### config.mk
export PLATFORM = sky130hd
export DESIGN_NAME = smt_commit_sel
export DESIGN_NICKNAME = d
export VERILOG_FILES = /design/src/rtl/smt_sel_pkg.sv /design/src/rtl/smt_elig.sv /design/src/rtl/smt_rr_list.sv /design/src/rtl/smt_oldest_pick.sv /design/src/rtl/smt_commit_sel.sv
export SDC_FILE = /design/constraint.sdc
export NUM_CORES = 1
export LEC_CHECK = 0
export ABC_AREA = 1
export BUFFER_PORTS_ARGS = -buffer_cell sky130_fd_sc_hd__buf_2
export CAP_MARGIN = 20
export CORE_ASPECT_RATIO = 1.5
export CORE_UTILIZATION = 45
export DETAILED_ROUTE_END_ITERATION = 10
export PLACE_DENSITY = 0.75
export SLEW_MARGIN = 10
export SYNTH_ARGS = -nofsm -noshare
export SYNTH_HDL_FRONTEND = slang
export SYNTH_HIERARCHICAL = 1
export SYNTH_SLANG_ARGS = --single-unit
### constraint.sdc
create_clock -name clk -period 10.4 [get_ports clk]
set_input_delay 0.52 -clock clk [delete_from_list [all_inputs] [get_ports clk]]
set_output_delay 0.52 -clock clk [all_outputs]
set_load 0.1 [all_outputs]
### src/rtl/smt_sel_pkg.sv
package smt_sel_pkg;
  typedef enum logic [2:0] {
    TS_RUN    = 3'd0,
    TS_IDLE   = 3'd1,
    TS_SQUASH = 3'd2,
    TS_TRAP   = 3'd3,
    TS_FTRAP  = 3'd4,
    TS_HALT   = 3'd5,
    TS_RSV6   = 3'd6,
    TS_RSV7   = 3'd7
  } tstate_e;

  typedef enum logic [1:0] {
    POL_GREEDY = 2'd0,
    POL_ROTATE = 2'd1,
    POL_OLDEST = 2'd2,
    POL_RSV    = 2'd3
  } policy_e;

  function automatic logic state_ok(input logic [2:0] s);
    return (s == TS_RUN) || (s == TS_IDLE) || (s == TS_FTRAP);
  endfunction
endpackage

### src/rtl/smt_elig.sv
module smt_elig #(
  parameter int NUM_THREADS = 4
) (
  input  logic [3*NUM_THREADS-1:0] thr_state,
  output logic [NUM_THREADS-1:0]   ok
);
  import smt_sel_pkg::*;

  for (genvar g = 0; g < NUM_THREADS; g++) begin : g_thr
    assign ok[g] = state_ok(thr_state[3*g +: 3]);
  end
endmodule

### src/rtl/smt_rr_list.sv
module smt_rr_list #(
  parameter int NUM_THREADS = 4,
  localparam int IDW = (NUM_THREADS > 1) ? $clog2(NUM_THREADS) : 1
) (
  input  logic                   clk,
  input  logic                   rst,
  input  logic [NUM_THREADS-1:0] cand,
  input  logic                   adv,
  output logic                   found,
  output logic [IDW-1:0]         pick
);
  logic [IDW-1:0] prio_q [NUM_THREADS];
  logic [IDW-1:0] pos;
  logic [NUM_THREADS-1:0] seen;

  always_comb begin
    found = 1'b0;
    pos   = '0;
    pick  = '0;
    for (int k = 0; k < NUM_THREADS; k++) begin
      if (!found && cand[prio_q[k]]) begin
        found = 1'b1;
        pos   = IDW'(k);
        pick  = prio_q[k];
      end
    end
  end

  always_ff @(posedge clk) begin
    if (rst) begin
      for (int k = 0; k < NUM_THREADS; k++) prio_q[k] <= IDW'(k);
    end else if (adv && found) begin
      for (int k = 0; k < NUM_THREADS-1; k++) begin
        if (IDW'(k) >= pos) prio_q[k] <= prio_q[k+1];
      end
      prio_q[NUM_THREADS-1] <= pick;
    end
  end

  always_comb begin
    seen = '0;
    for (int k = 0; k < NUM_THREADS; k++) seen[prio_q[k]] = 1'b1;
  end

  // the list always holds every thread exactly once
  p_list_perm_r4: assert property (@(posedge clk) disable iff (rst) &seen);
  // a granted thread lands at the back of the list
  p_winner_back_r4: assert property (@(posedge clk) disable iff (rst)
    (adv && found) |=> (prio_q[NUM_THREADS-1] == $past(pick)));
  // without an advance, the list holds still
  p_list_hold_r10: assert property (@(posedge clk) disable iff (rst)
    !adv |=> (prio_q[0] == $past(prio_q[0])));
endmodule

### src/rtl/smt_oldest_pick.sv
module smt_oldest_pick #(
  parameter int NUM_THREADS = 4,
  parameter int SEQ_W = 16,
  localparam int IDW = (NUM_THREADS > 1) ? $clog2(NUM_THREADS) : 1
) (
  input  logic [NUM_THREADS-1:0]       cand,
  input  logic [SEQ_W*NUM_THREADS-1:0] head_seq,
  output logic                         found,
  output logic [IDW-1:0]               pick
);
  logic [SEQ_W-1:0] best;

  always_comb begin
    found = 1'b0;
    pick  = '0;
    best  = '0;
    for (int k = 0; k < NUM_THREADS; k++) begin
      // strict compare keeps the lower thread on equal sequence numbers
      if (cand[k] && (!found || head_seq[SEQ_W*k +: SEQ_W] < best)) begin
        found = 1'b1;
        pick  = IDW'(k);
        best  = head_seq[SEQ_W*k +: SEQ_W];
      end
    end
  end

  // a reported pick is always one of the candidates
  always_comb begin
    if (found) p_pick_is_cand_r5: assert (cand[pick]);
  end
endmodule

### src/rtl/smt_commit_sel.sv
module smt_commit_sel #(
  parameter int NUM_THREADS = 4,
  parameter int SEQ_W = 16,
  localparam int IDW = (NUM_THREADS > 1) ? $clog2(NUM_THREADS) : 1
) (
  input  logic                         clk,
  input  logic                         rst,
  input  logic                         ask,
  input  logic [1:0]                   policy,
  input  logic [3*NUM_THREADS-1:0]     thr_state,
  input  logic [NUM_THREADS-1:0]       head_rdy,
  input  logic [NUM_THREADS-1:0]       rob_empty,
  input  logic [SEQ_W*NUM_THREADS-1:0] head_seq,
  output logic                         sel_valid,
  output logic [IDW-1:0]               sel_tid
);
  import smt_sel_pkg::*;

  logic [NUM_THREADS-1:0] ok;
  logic [NUM_THREADS-1:0] ok_prev;
  logic                   found;
  logic [IDW-1:0]         pick;

  smt_elig #(.NUM_THREADS(NUM_THREADS)) elig_i (
    .thr_state(thr_state),
    .ok       (ok)
  );

  if (NUM_THREADS == 1) begin : g_single
    // policy bypassed: eligible status alone decides
    assign found = ok[0];
    assign pick  = '0;
  end else begin : g_multi
    logic           rr_found, old_found;
    logic [IDW-1:0] rr_pick, old_pick;

    smt_rr_list #(.NUM_THREADS(NUM_THREADS)) rr_i (
      .clk  (clk),
      .rst  (rst),
      .cand (ok & head_rdy),
      .adv  (ask && (policy == POL_ROTATE)),
      .found(rr_found),
      .pick (rr_pick)
    );

    smt_oldest_pick #(.NUM_THREADS(NUM_THREADS), .SEQ_W(SEQ_W)) old_i (
      .cand    (ok & head_rdy & ~rob_empty),
      .head_seq(head_seq),
      .found   (old_found),
      .pick    (old_pick)
    );

    always_comb begin
      unique case (policy)
        POL_ROTATE: begin found = rr_found;  pick = rr_pick;  end
        POL_GREEDY,
        POL_OLDEST: begin found = old_found; pick = old_pick; end
        default:    begin found = 1'b0;      pick = '0;       end
      endcase
    end

    // the reserved policy never grants
    p_rsv_none_r11: assert property (@(posedge clk) disable iff (rst)
      (ask && policy == POL_RSV) |=> !sel_valid);
  end

  always_ff @(posedge clk) begin
    if (rst) begin
      sel_valid <= 1'b0;
      sel_tid   <= '0;
      ok_prev   <= '0;
    end else begin
      sel_valid <= ask && found;
      if (ask && found) sel_tid <= pick;
      ok_prev   <= ok;
    end
  end

  // no ask, no result
  p_idle_r10: assert property (@(posedge clk) disable iff (rst)
    !ask |=> !sel_valid);
  // a granted thread had an eligible status when asked
  p_elig_r2: assert property (@(posedge clk) disable iff (rst)
    sel_valid |-> ok_prev[sel_tid]);
  // nobody eligible means no grant
  p_none_r8: assert property (@(posedge clk) disable iff (rst)
    (ask && ok == '0) |=> !sel_valid);
endmodule

==> flow_metrics.tcl, run 1 <==
set metrics [dict create \
    status "complete, no violations" \
    grt_use_met1 0.244 \
    cts_tree "yes" \
    syn_nets 508 \
    synthTopCellsByArea "ha_1 (24%), nand2_1 (22%), edfxtp_1 (10%), o21ai_0 (6.6%), inv_1 (5.5%)" \
    drt-pass1-iter-count 4 \
    row_count 31 \
    synthToLayoutAreaGrowth_pct 23.9 \
    post_drt_wl_per_cell_um 11.2 \
    timing.fmax_ghz 0.189 \
    critPathKind "in -> reg" \
    layout.nets 597 \
    p_leak_nw 1.66 \
    slowest_stage "o21ai_0" \
    final_antenna_net_count 0 \
    setup_violations 0 \
    ys_seq_area_frac 0.129 \
    antennaDiodeCount 0 \
    post-cts-setup-buffer-count 0 \
    post_cts_resized 0 \
    worstMarginPinSlew_ns 0.485 \
    finalCriticalPeriod_ns 5.30 \
    die_area_um2 5480 \
    clockBufferDepth 2 \
    cts-buffers-inserted 3 \
    fp.dieH_um 90.2 \
    dp.cells 524 \
    design.core.area_um2 4890 \
    rsz0062_at_grt "false" \
    worst-path-max-fanout 33 \
    gr-total-overflow 0 \
    ys.flop_type "edfxtp_1" \
    start_util 0.477 \
    ys_seq_elements 11 \
    hold_path.class "reg -> reg" \
    design_area_um2 2890 \
    arrival_ns 5.48 \
    clk_latency_ns 0.24 \
    avgSynthCellArea_um2 6.24 \
    viasPerCell 5.04 \
    synth_cell_types 27 \
    crit_buf_inv 2 \
    cpMostUsedCell "nand2_1" \
    grt_pass1_vias 2656 \
    drc 0 \
    clk_pin_slew_worst_paths_ns 0.05 \
    cts.sinks 11 \
    met2_usage 0.451 \
    dp_hpwl_mm 5.32 \
    antenna_found_initial 0 \
    slowest_delay_ns 0.35 \
    ys_warn_count 6 \
    htreeDepth 1 \
    timing.final.crit_share 0.510 \
    ys_top_cells_by_count "nand2_1 (134), ha_1 (45), inv_1 (34), o21ai_0 (31), a21oi_1 (24)" \
    pin_count 92 \
    busiest_layer "met2" \
    clock-root-buffer "clkbuf_8" \
    io_buffers 91 \
    gp_congestion 0.880 \
    synth_most_common_cell "nand2_1" \
    synth_edf_count 8 \
    path_delay_family "compound AO/OA/AOI/OAI gates" \
    grt_max_degree 34 \
    grt_usage 0.233 \
    ir_drop_mv 0.0316 \
    wl_mm 5.90 \
    grt_pass1_wl_mm 10.2 \
    async_reset_ff_frac 0 \
    max_cap_viol_count 0 \
    crit_required_ns 10.58 \
    setup.worst_path.end_class "flop" \
    final_cell_count_no_fill 528 \
    syn_inst 374 \
    vias 2661 \
    finalSetupTns_ns 0 \
    power_density_nw_per_um2 68.7 \
    final-max-slew-violation-count 0 \
    netlist_area_um2 2330 \
    synth_top_area_cell "ha_1" \
    slew_headroom 0.679 \
    fill_cells 530 \
    start_kind "primary input" \
    cts_hold_buf 0 \
    drt_iter0_drc 57 \
    die_w_um 60.8 \
    place_area_um2 2850 \
    yosysTopAreaCellShare 0.241 \
    drive_gt1_frac 0.271 \
    finClkSkew_ns 0.00412 \
    finalHoldViolCount 0 \
    grt_use_met3 0.0259 \
]
-- cell families (layout without fill, tap and decap cells) --
group | count (synthesis) | count (layout) | synth area share
buf+inv | 47 | 135 | 0.0772
flops | 11 | 11 | 0.129
simple gates | 205 | 205 | 0.394
compound gates | 66 | 66 | 0.159
fa+ha+maj | 45 | 45 | 0.241
-- area by class of cell --
class,instances,area [um2],area share
multi-input cells,316,1850,0.641
repair buffers,92,463,0.160
flip-flops and latches,11,300,0.104
inverters,39,146,0.0506
well taps,66,82.6,0.0286
clock buffers,4,45.0,0.0156
-- stage by stage --
| step | power (mW) | hold WS (ns) | setup WS [ns] | utilization |
|---|---|---|---|---|
| 3_3_place_gp | 0.152 | 0.545 | 4.98 | 0.582 |
| 2_1_floorplan | 0.121 | 0.552 | 5.22 | - |
| 3_5_place_dp | 0.155 | 0.546 | 4.81 | 0.582 |
| 4_1_cts | 0.200 | 0.544 | 5.05 | 0.591 |
| 5_1_grt | 0.217 | 0.558 | 4.41 | 0.591 |
| 6_report | 0.198 | 0.547 | 5.10 | 0.591 |
-- per-layer routing --
layer / routed length (um) / vias up / part of all wire
li1: - / 1433 / -
met1: 2320 / 1138 / 0.39
met2: 3200 / 80 / 0.54
met3: 276 / 10 / 0.047
met4: 99 / 0 / 0.017
met5: 0 / - / 0
-- sequential cells by signal (all words and copies together), names as in the netlist --
register             cells
g_multi.rr_i/prio_q      8
sel_valid                1
sel_tid                  2
-- cell usage in the layout (no fill, tap or decap), types with 8 or more instances in the layout --
cell / n
nand2_1: 134
buf_2: 91
ha_1: 45
inv_1: 34
o21ai_0: 31
a21oi_1: 24
nor2_1: 22
nand3_1: 14
nand4_1: 9
edfxtp_1: 8
-- report_power, final --
part	internal, mW	switching (mW)
sequential	0.0491	0.00123
clock	0.0270	0.0172
combinational	0.0434	0.0605
total	0.120	0.0789
-- path summary, 6_finish.rpt --
kind | from | end | slack, ns | cells after the start
max reg2reg | g_multi.rr_i/prio_q[1][0] | sel_tid[1] | 8.80 | 12
min | sel_tid[0] | sel_tid[0] | 0.55 | 4
max | thr_state[2] | sel_tid[1] | 5.10 | 37
min reg2reg | sel_tid[0] | sel_tid[0] | 0.55 | 4
-- worst min-delay path: stages (launching register included) --
cell and delay, ns:
dfxtp_1 0.30, inv_1 0.05, nand3_1 0.07, nand2_1 0.06, nor2_1 0.03
Note: power is estimated with default switching activity, not from simulation.
==> run 2, diff against run 1 <==
ABC_AREA = 0   (was 1)
PLACE_DENSITY = 0.74   (was 0.75)
clock period = 5.4 ns   (was 10.4 ns; I/O delays follow)
==> flow_metrics.tcl, run 2 <==
set metrics [dict create \
    cts_tree "yes" \
    worst-path-max-fanout 5 \
    die_w_um 62.6 \
    r2r_end "sel_tid[1]" \
    cts-buffers-inserted 3 \
    ir_drop_mv 0.0600 \
    finClkSkew_ns 0.00366 \
    crit_start "thr_state[2]" \
    rsz0062_at_grt "true" \
    holdPathStages 2 \
    synth_edf_count 8 \
    power_frac_clock 0.185 \
    yosysTopAreaCellShare 0.227 \
    row_count 32 \
    regMostFlops "g_multi.rr_i/prio_q" \
    vias 3283 \
    gr-total-overflow 0 \
    layout_commonest_cell "buf_2" \
    setup.worst_path.end_class "flop" \
    io_buffers 91 \
    crit_buf_inv 7 \
    p_leak_nw 1.74 \
    sw_frac_of_total 0.403 \
    largest_reg_flops 8 \
    max_cap_viol_count 0 \
    r2r_setup_slack_ns 3.23 \
    gp_congestion 0.891 \
    avgSynthCellArea_um2 8.03 \
    async_reset_ff_frac 0 \
    syn_inst 309 \
    syn_nets 443 \
    final-max-slew-violation-count 0 \
    clk_latency_ns 0.25 \
    fill_cells 324 \
    layout.nets 605 \
    design.core.area_um2 5200 \
    finalCriticalPeriod_ns 6.43 \
    final_antenna_net_count 0 \
    top_regs "g_multi.rr_i/prio_q (8), sel_tid (2), sel_valid (1)" \
    synthToLayoutAreaGrowth_pct 67.8 \
    post_drt_wl_per_cell_um 18.2 \
    status "complete, but fails checks" \
    netlist_area_um2 2480 \
    clockBufferDepth 2 \
    netSwitchingPower_mw 0.190 \
    synth_cell_types 57 \
    hp-start "rst" \
    p_seq_frac 0.207 \
    finalSetupTns_ns -1.99 \
    antenna_found_initial 0 \
    layout_common_cells "buf_2 (91), buf_4 (64), ha_1 (29)" \
    failed_checks "setup timing" \
    cts_hold_buf 0 \
    fp.dieH_um 92.9 \
    timing.fmax_ghz 0.156 \
    slowest_stage "or4_4" \
    crit_required_ns 5.55 \
    cts.sinks 11 \
    multi_input_area_um2 2550 \
    ff_latch_area_um2 300 \
    dpl_worst_slack_ns -0.870 \
    start_kind "primary input" \
    viasPerCell 6.10 \
    timing.final.crit_share 1.19 \
    total_power_mw 0.471 \
    power_density_nw_per_um2 113 \
    grt_max_degree 16 \
    path_delay_family "simple AND/OR/NAND/NOR gates" \
    slew_headroom 0.629 \
    critPathKind "in -> reg" \
    min_to "sel_tid[0]" \
    wl_mm 9.78 \
    ys_top_cells_by_count "ha_1 (45), nand2_1 (32), a21oi_1 (31), inv_1 (23), mux2i_1 (22)" \
    antennaDiodeCount 0 \
    dp.cells 519 \
    worstMarginPinSlew_ns 0.553 \
    ys.flop_type "edfxtp_1" \
    ys_warn_count 6 \
    grt_pass1_vias 2963 \
    drc 0 \
    final_cell_count_no_fill 538 \
    hold_path.class "in -> reg" \
    synth_top_area_cell "ha_1" \
    clock-root-buffer "clkbuf_8" \
    clk_pin_slew_worst_paths_ns 0.05 \
    drt_iter0_drc 180 \
    htreeDepth 1 \
    slowest_delay_ns 0.55 \
    drt-pass1-iter-count 4 \
    drive_gt1_frac 0.557 \
    r2r_cells 6 \
    pin_count 92 \
    intPower_mw 0.281 \
    ys_seq_elements 11 \
    setup_violations 2 \
    synth_most_common_cell "ha_1" \
    finalHoldViolCount 0 \
    synthTopCellsByArea "ha_1 (23%), edfxtp_1 (9.7%), mux2i_1 (8.9%), a21oi_1 (6.3%), nand2_1 (4.8%)" \
    post-route-util 0.800 \
    grt_pass1_wl_mm 12.4 \
    arrival_ns 6.58 \
    rr_startpoint "g_multi.rr_i/prio_q[0][0]" \
    final.setup.worst_slack_ns -1.03 \
    ys_seq_area_frac 0.121 \
    start_util 0.476 \
    dp_hpwl_mm 6.40 \
    p_comb_frac 0.609 \
    grt_usage 0.265 \
    die_area_um2 5820 \
]
==> run 2: what timing repair did <==
item	CTS	global route
cloned	1	3
setup buffers	1	10
endpoints found under the setup margin	2	2
gates resized for setup	9	63
pin swaps	1	26
==> run 2: metrics by stage <==
| step | hold slack (ns) | area, um2 |
|---|---|---|
| 3_5_place_dp | 0.480 | 3570 |
| 5_1_grt | 0.322 | 4160 |
| 2_1_floorplan | 0.342 | 2640 |
| 4_1_cts | 0.307 | 3690 |
| 3_3_place_gp | 0.471 | 3570 |
| 6_report | 0.321 | 4160 |
==> run 2: worst max path at each step <==
stage	end	slack, ns	cells after the start
2_1_floorplan	sel_tid[1]	-0.49	33
3_3_place_gp	sel_tid[0]	-0.80	35
3_5_place_dp	sel_tid[0]	-0.87	34
4_1_cts	sel_tid[0]	-0.56	34
5_1_grt	sel_tid[1]	-1.22	33
6_report	sel_tid[1]	-1.03	34
==> run 2: layer usage <==
metal  vias to the layer above  wire length (um)  GRT usage
li1                       1518                 -          -
met4                         0               594      0.122
met3                        56               523     0.0259
met1                      1539              3340      0.256
met5                         -                 0          0
met2                       170              5320      0.543
==> run 2: power by group through the flow <==
stage	combinational (mW)	clock, mW	sequential [mW]
final	0.286	0.0870	0.0972
after global routing	0.306	0.0917	0.0974
after CTS	0.234	0.0865	0.0972
after detailed placement	0.227	0	0.0987
after global placement	0.220	0	0.0986
after floorplan	0.120	0	0.109
==> run 2: logic make-up after synthesis <==
family | Yosys count | synth area share
flip-flops | 11 | 0.121
buffers and inverters | 30 | 0.0505
adder cells (fa/ha/maj) | 45 | 0.227
multiplexers | 27 | 0.125
AO/OA/AOI/OAI | 94 | 0.254
AND/OR/NAND/NOR | 102 | 0.222
==> run 2: layout make-up <==
class,instances,area share
flip-flops and latches,11,0.0722
multi-input cells,269,0.614
clock buffers,4,0.0108
inverters,23,0.0213
repair buffers,163,0.261
well taps,68,0.0204
==> run 3, diff against run 2 <==
CORE_ASPECT_RATIO = 0.75   (was 1.5)
==> flow_metrics.tcl, run 3 (same netlist as run 2, synthesis figures left out) <==
set metrics [dict create \
    r2r_cells 6 \
    cts.sinks 11 \
    start_kind "primary input" \
    top_layer "met4" \
    die_w_um 87.7 \
    r2r_setup_slack_ns 3.21 \
    rr_startpoint "g_multi.rr_i/prio_q[1][0]" \
    setup_violations 2 \
    worstMarginPinSlew_ns 0.484 \
    power_density_nw_per_um2 116 \
    design.core.area_um2 5320 \
    row_count 23 \
    ff_latch_area_um2 300 \
    final.setup.worst_slack_ns -0.971 \
    post_drt_wl_per_cell_um 18.9 \
    cts-buffers-inserted 3 \
    hold_path.class "in -> reg" \
    synthToLayoutAreaGrowth_pct 64.0 \
    layout_common_cells "buf_2 (91), buf_4 (55), ha_1 (38)" \
    r2r_end "sel_tid[0]" \
    final_antenna_net_count 0 \
    pin_count 92 \
    vias 3304 \
    status "complete, but fails checks" \
    largest_reg_flops 8 \
    top_regs "g_multi.rr_i/prio_q (8), sel_tid (2), sel_valid (1)" \
    drc 0 \
    regMostFlops "g_multi.rr_i/prio_q" \
    drt_iter0_drc 278 \
    slowest_delay_ns 0.55 \
    fill_cells 364 \
    start_util 0.466 \
    gr-total-overflow 0 \
    die_area_um2 5810 \
    timing.final.crit_share 1.18 \
    drt-pass1-iter-count 7 \
    crit_start "thr_state[2]" \
    multi_input_area_um2 2500 \
    drive_gt1_frac 0.519 \
    layout_commonest_cell "buf_2" \
    max_cap_viol_count 0 \
    viasPerCell 6.15 \
    slew_headroom 0.679 \
    ir_drop_mv 0.0834 \
    p_leak_nw 1.69 \
    cts_tree "yes" \
    timing.fmax_ghz 0.157 \
    arrival_ns 6.53 \
    io_buffers 91 \
    crit_required_ns 5.55 \
    finalCriticalPeriod_ns 6.37 \
    slowest_stage "or4_4" \
    clockBufferDepth 2 \
    clk_latency_ns 0.25 \
    layout.nets 597 \
    wl_met1_mm 3.99 \
    htreeDepth 1 \
    antennaDiodeCount 0 \
    grt_pass1_wl_mm 13.8 \
    final-max-slew-violation-count 0 \
    finalSetupTns_ns -1.88 \
    finalHoldViolCount 0 \
    clk_pin_slew_worst_paths_ns 0.06 \
    antenna_found_initial 0 \
    worst-path-max-fanout 7 \
    clock-root-buffer "clkbuf_8" \
    wl_mm 10.1 \
    critPathKind "in -> reg" \
    setup.worst_path.end_class "flop" \
    dp_hpwl_mm 6.58 \
    wl_met3_um 888 \
    cp-endpoint "sel_tid[1]" \
    grt_max_degree 13 \
    rsz0062_at_grt "true" \
    finClkSkew_ns 0.0108 \
    met2_length_mm 4.89 \
    grt_usage 0.302 \
    fp.dieH_um 66.3 \
    gp_congestion 0.949 \
    hold_slack_ns 0.324 \
    failed_checks "setup timing" \
    cpMostUsedCell "ha_1" \
    grt_pass1_vias 3166 \
]
run 3: changes by cell type in the layout (fill, tap and decap cells not counted), sizes merged:
cell    change
buf         -7
clkbuf      -2
clkinv      +1
run 3: worst min-delay path by stage:
stage / endpoint / cells past startpoint / from / slack (ns)
after detailed placement: sel_tid[0] / 2 / sel_tid[0] / 0.47
after global routing: sel_tid[0] / 2 / rst / 0.34
final: sel_tid[0] / 2 / rst / 0.32
after floorplan: sel_valid / 1 / rst / 0.34
after global placement: sel_tid[0] / 2 / sel_tid[0] / 0.47
after CTS: sel_valid / 2 / rst / 0.32
run 3: cell type report:
type,count,area share
Clock buffer,3,0.0102
Clock inverter,1,0.00123
Tap cell,75,0.0231
Multi-Input combinational cell,269,0.614
Sequential cell,11,0.0738
Timing Repair Buffer,155,0.256
Inverter,23,0.0212
run 3: timing repair:
| action | in CTS | in global routing |
|---|---|---|
| buffers inserted | 6 | 5 |
| hold buffers | 0 | 0 |
| pin swaps | 5 | 10 |
| setup endpoints to repair | 2 | 2 |
| cloned | 2 | 2 |
| resized for setup | 31 | 28 |
run 3: metal layers:
layer / vias up / track usage
met1: 1537 / 0.368
li1: 1492 / -
met2: 228 / 0.543
met5: - / 0
met3: 47 / 0.0449
met4: 0 / 0.0984
run 3: per-stage QoR:
stage	utilization	cells	setup WS (ns)	area (um2)	power, mW
4_1_cts	0.714	530	-0.537	3800	0.430
5_1_grt	0.764	537	-1.11	4070	0.495
6_report	0.764	537	-0.971	4070	0.470
3_5_place_dp	0.661	518	-0.912	3520	0.325
3_3_place_gp	0.661	518	-0.716	3520	0.315
2_1_floorplan	-	309	-0.490	2640	0.229
run 3: worst max-delay path: cells and delay by family:
family          cells  cell delay [ns]
compound gates     10             1.54
fa+ha+maj           3             0.95
buf+inv             8             1.06
mux                 1             0.14
simple gates       13             2.56
run 3: power by group:
group	internal, mW	switching, mW
Sequential	0.0941	0.00329
Combinational	0.131	0.155
Clock	0.0509	0.0362
Total	0.276	0.194
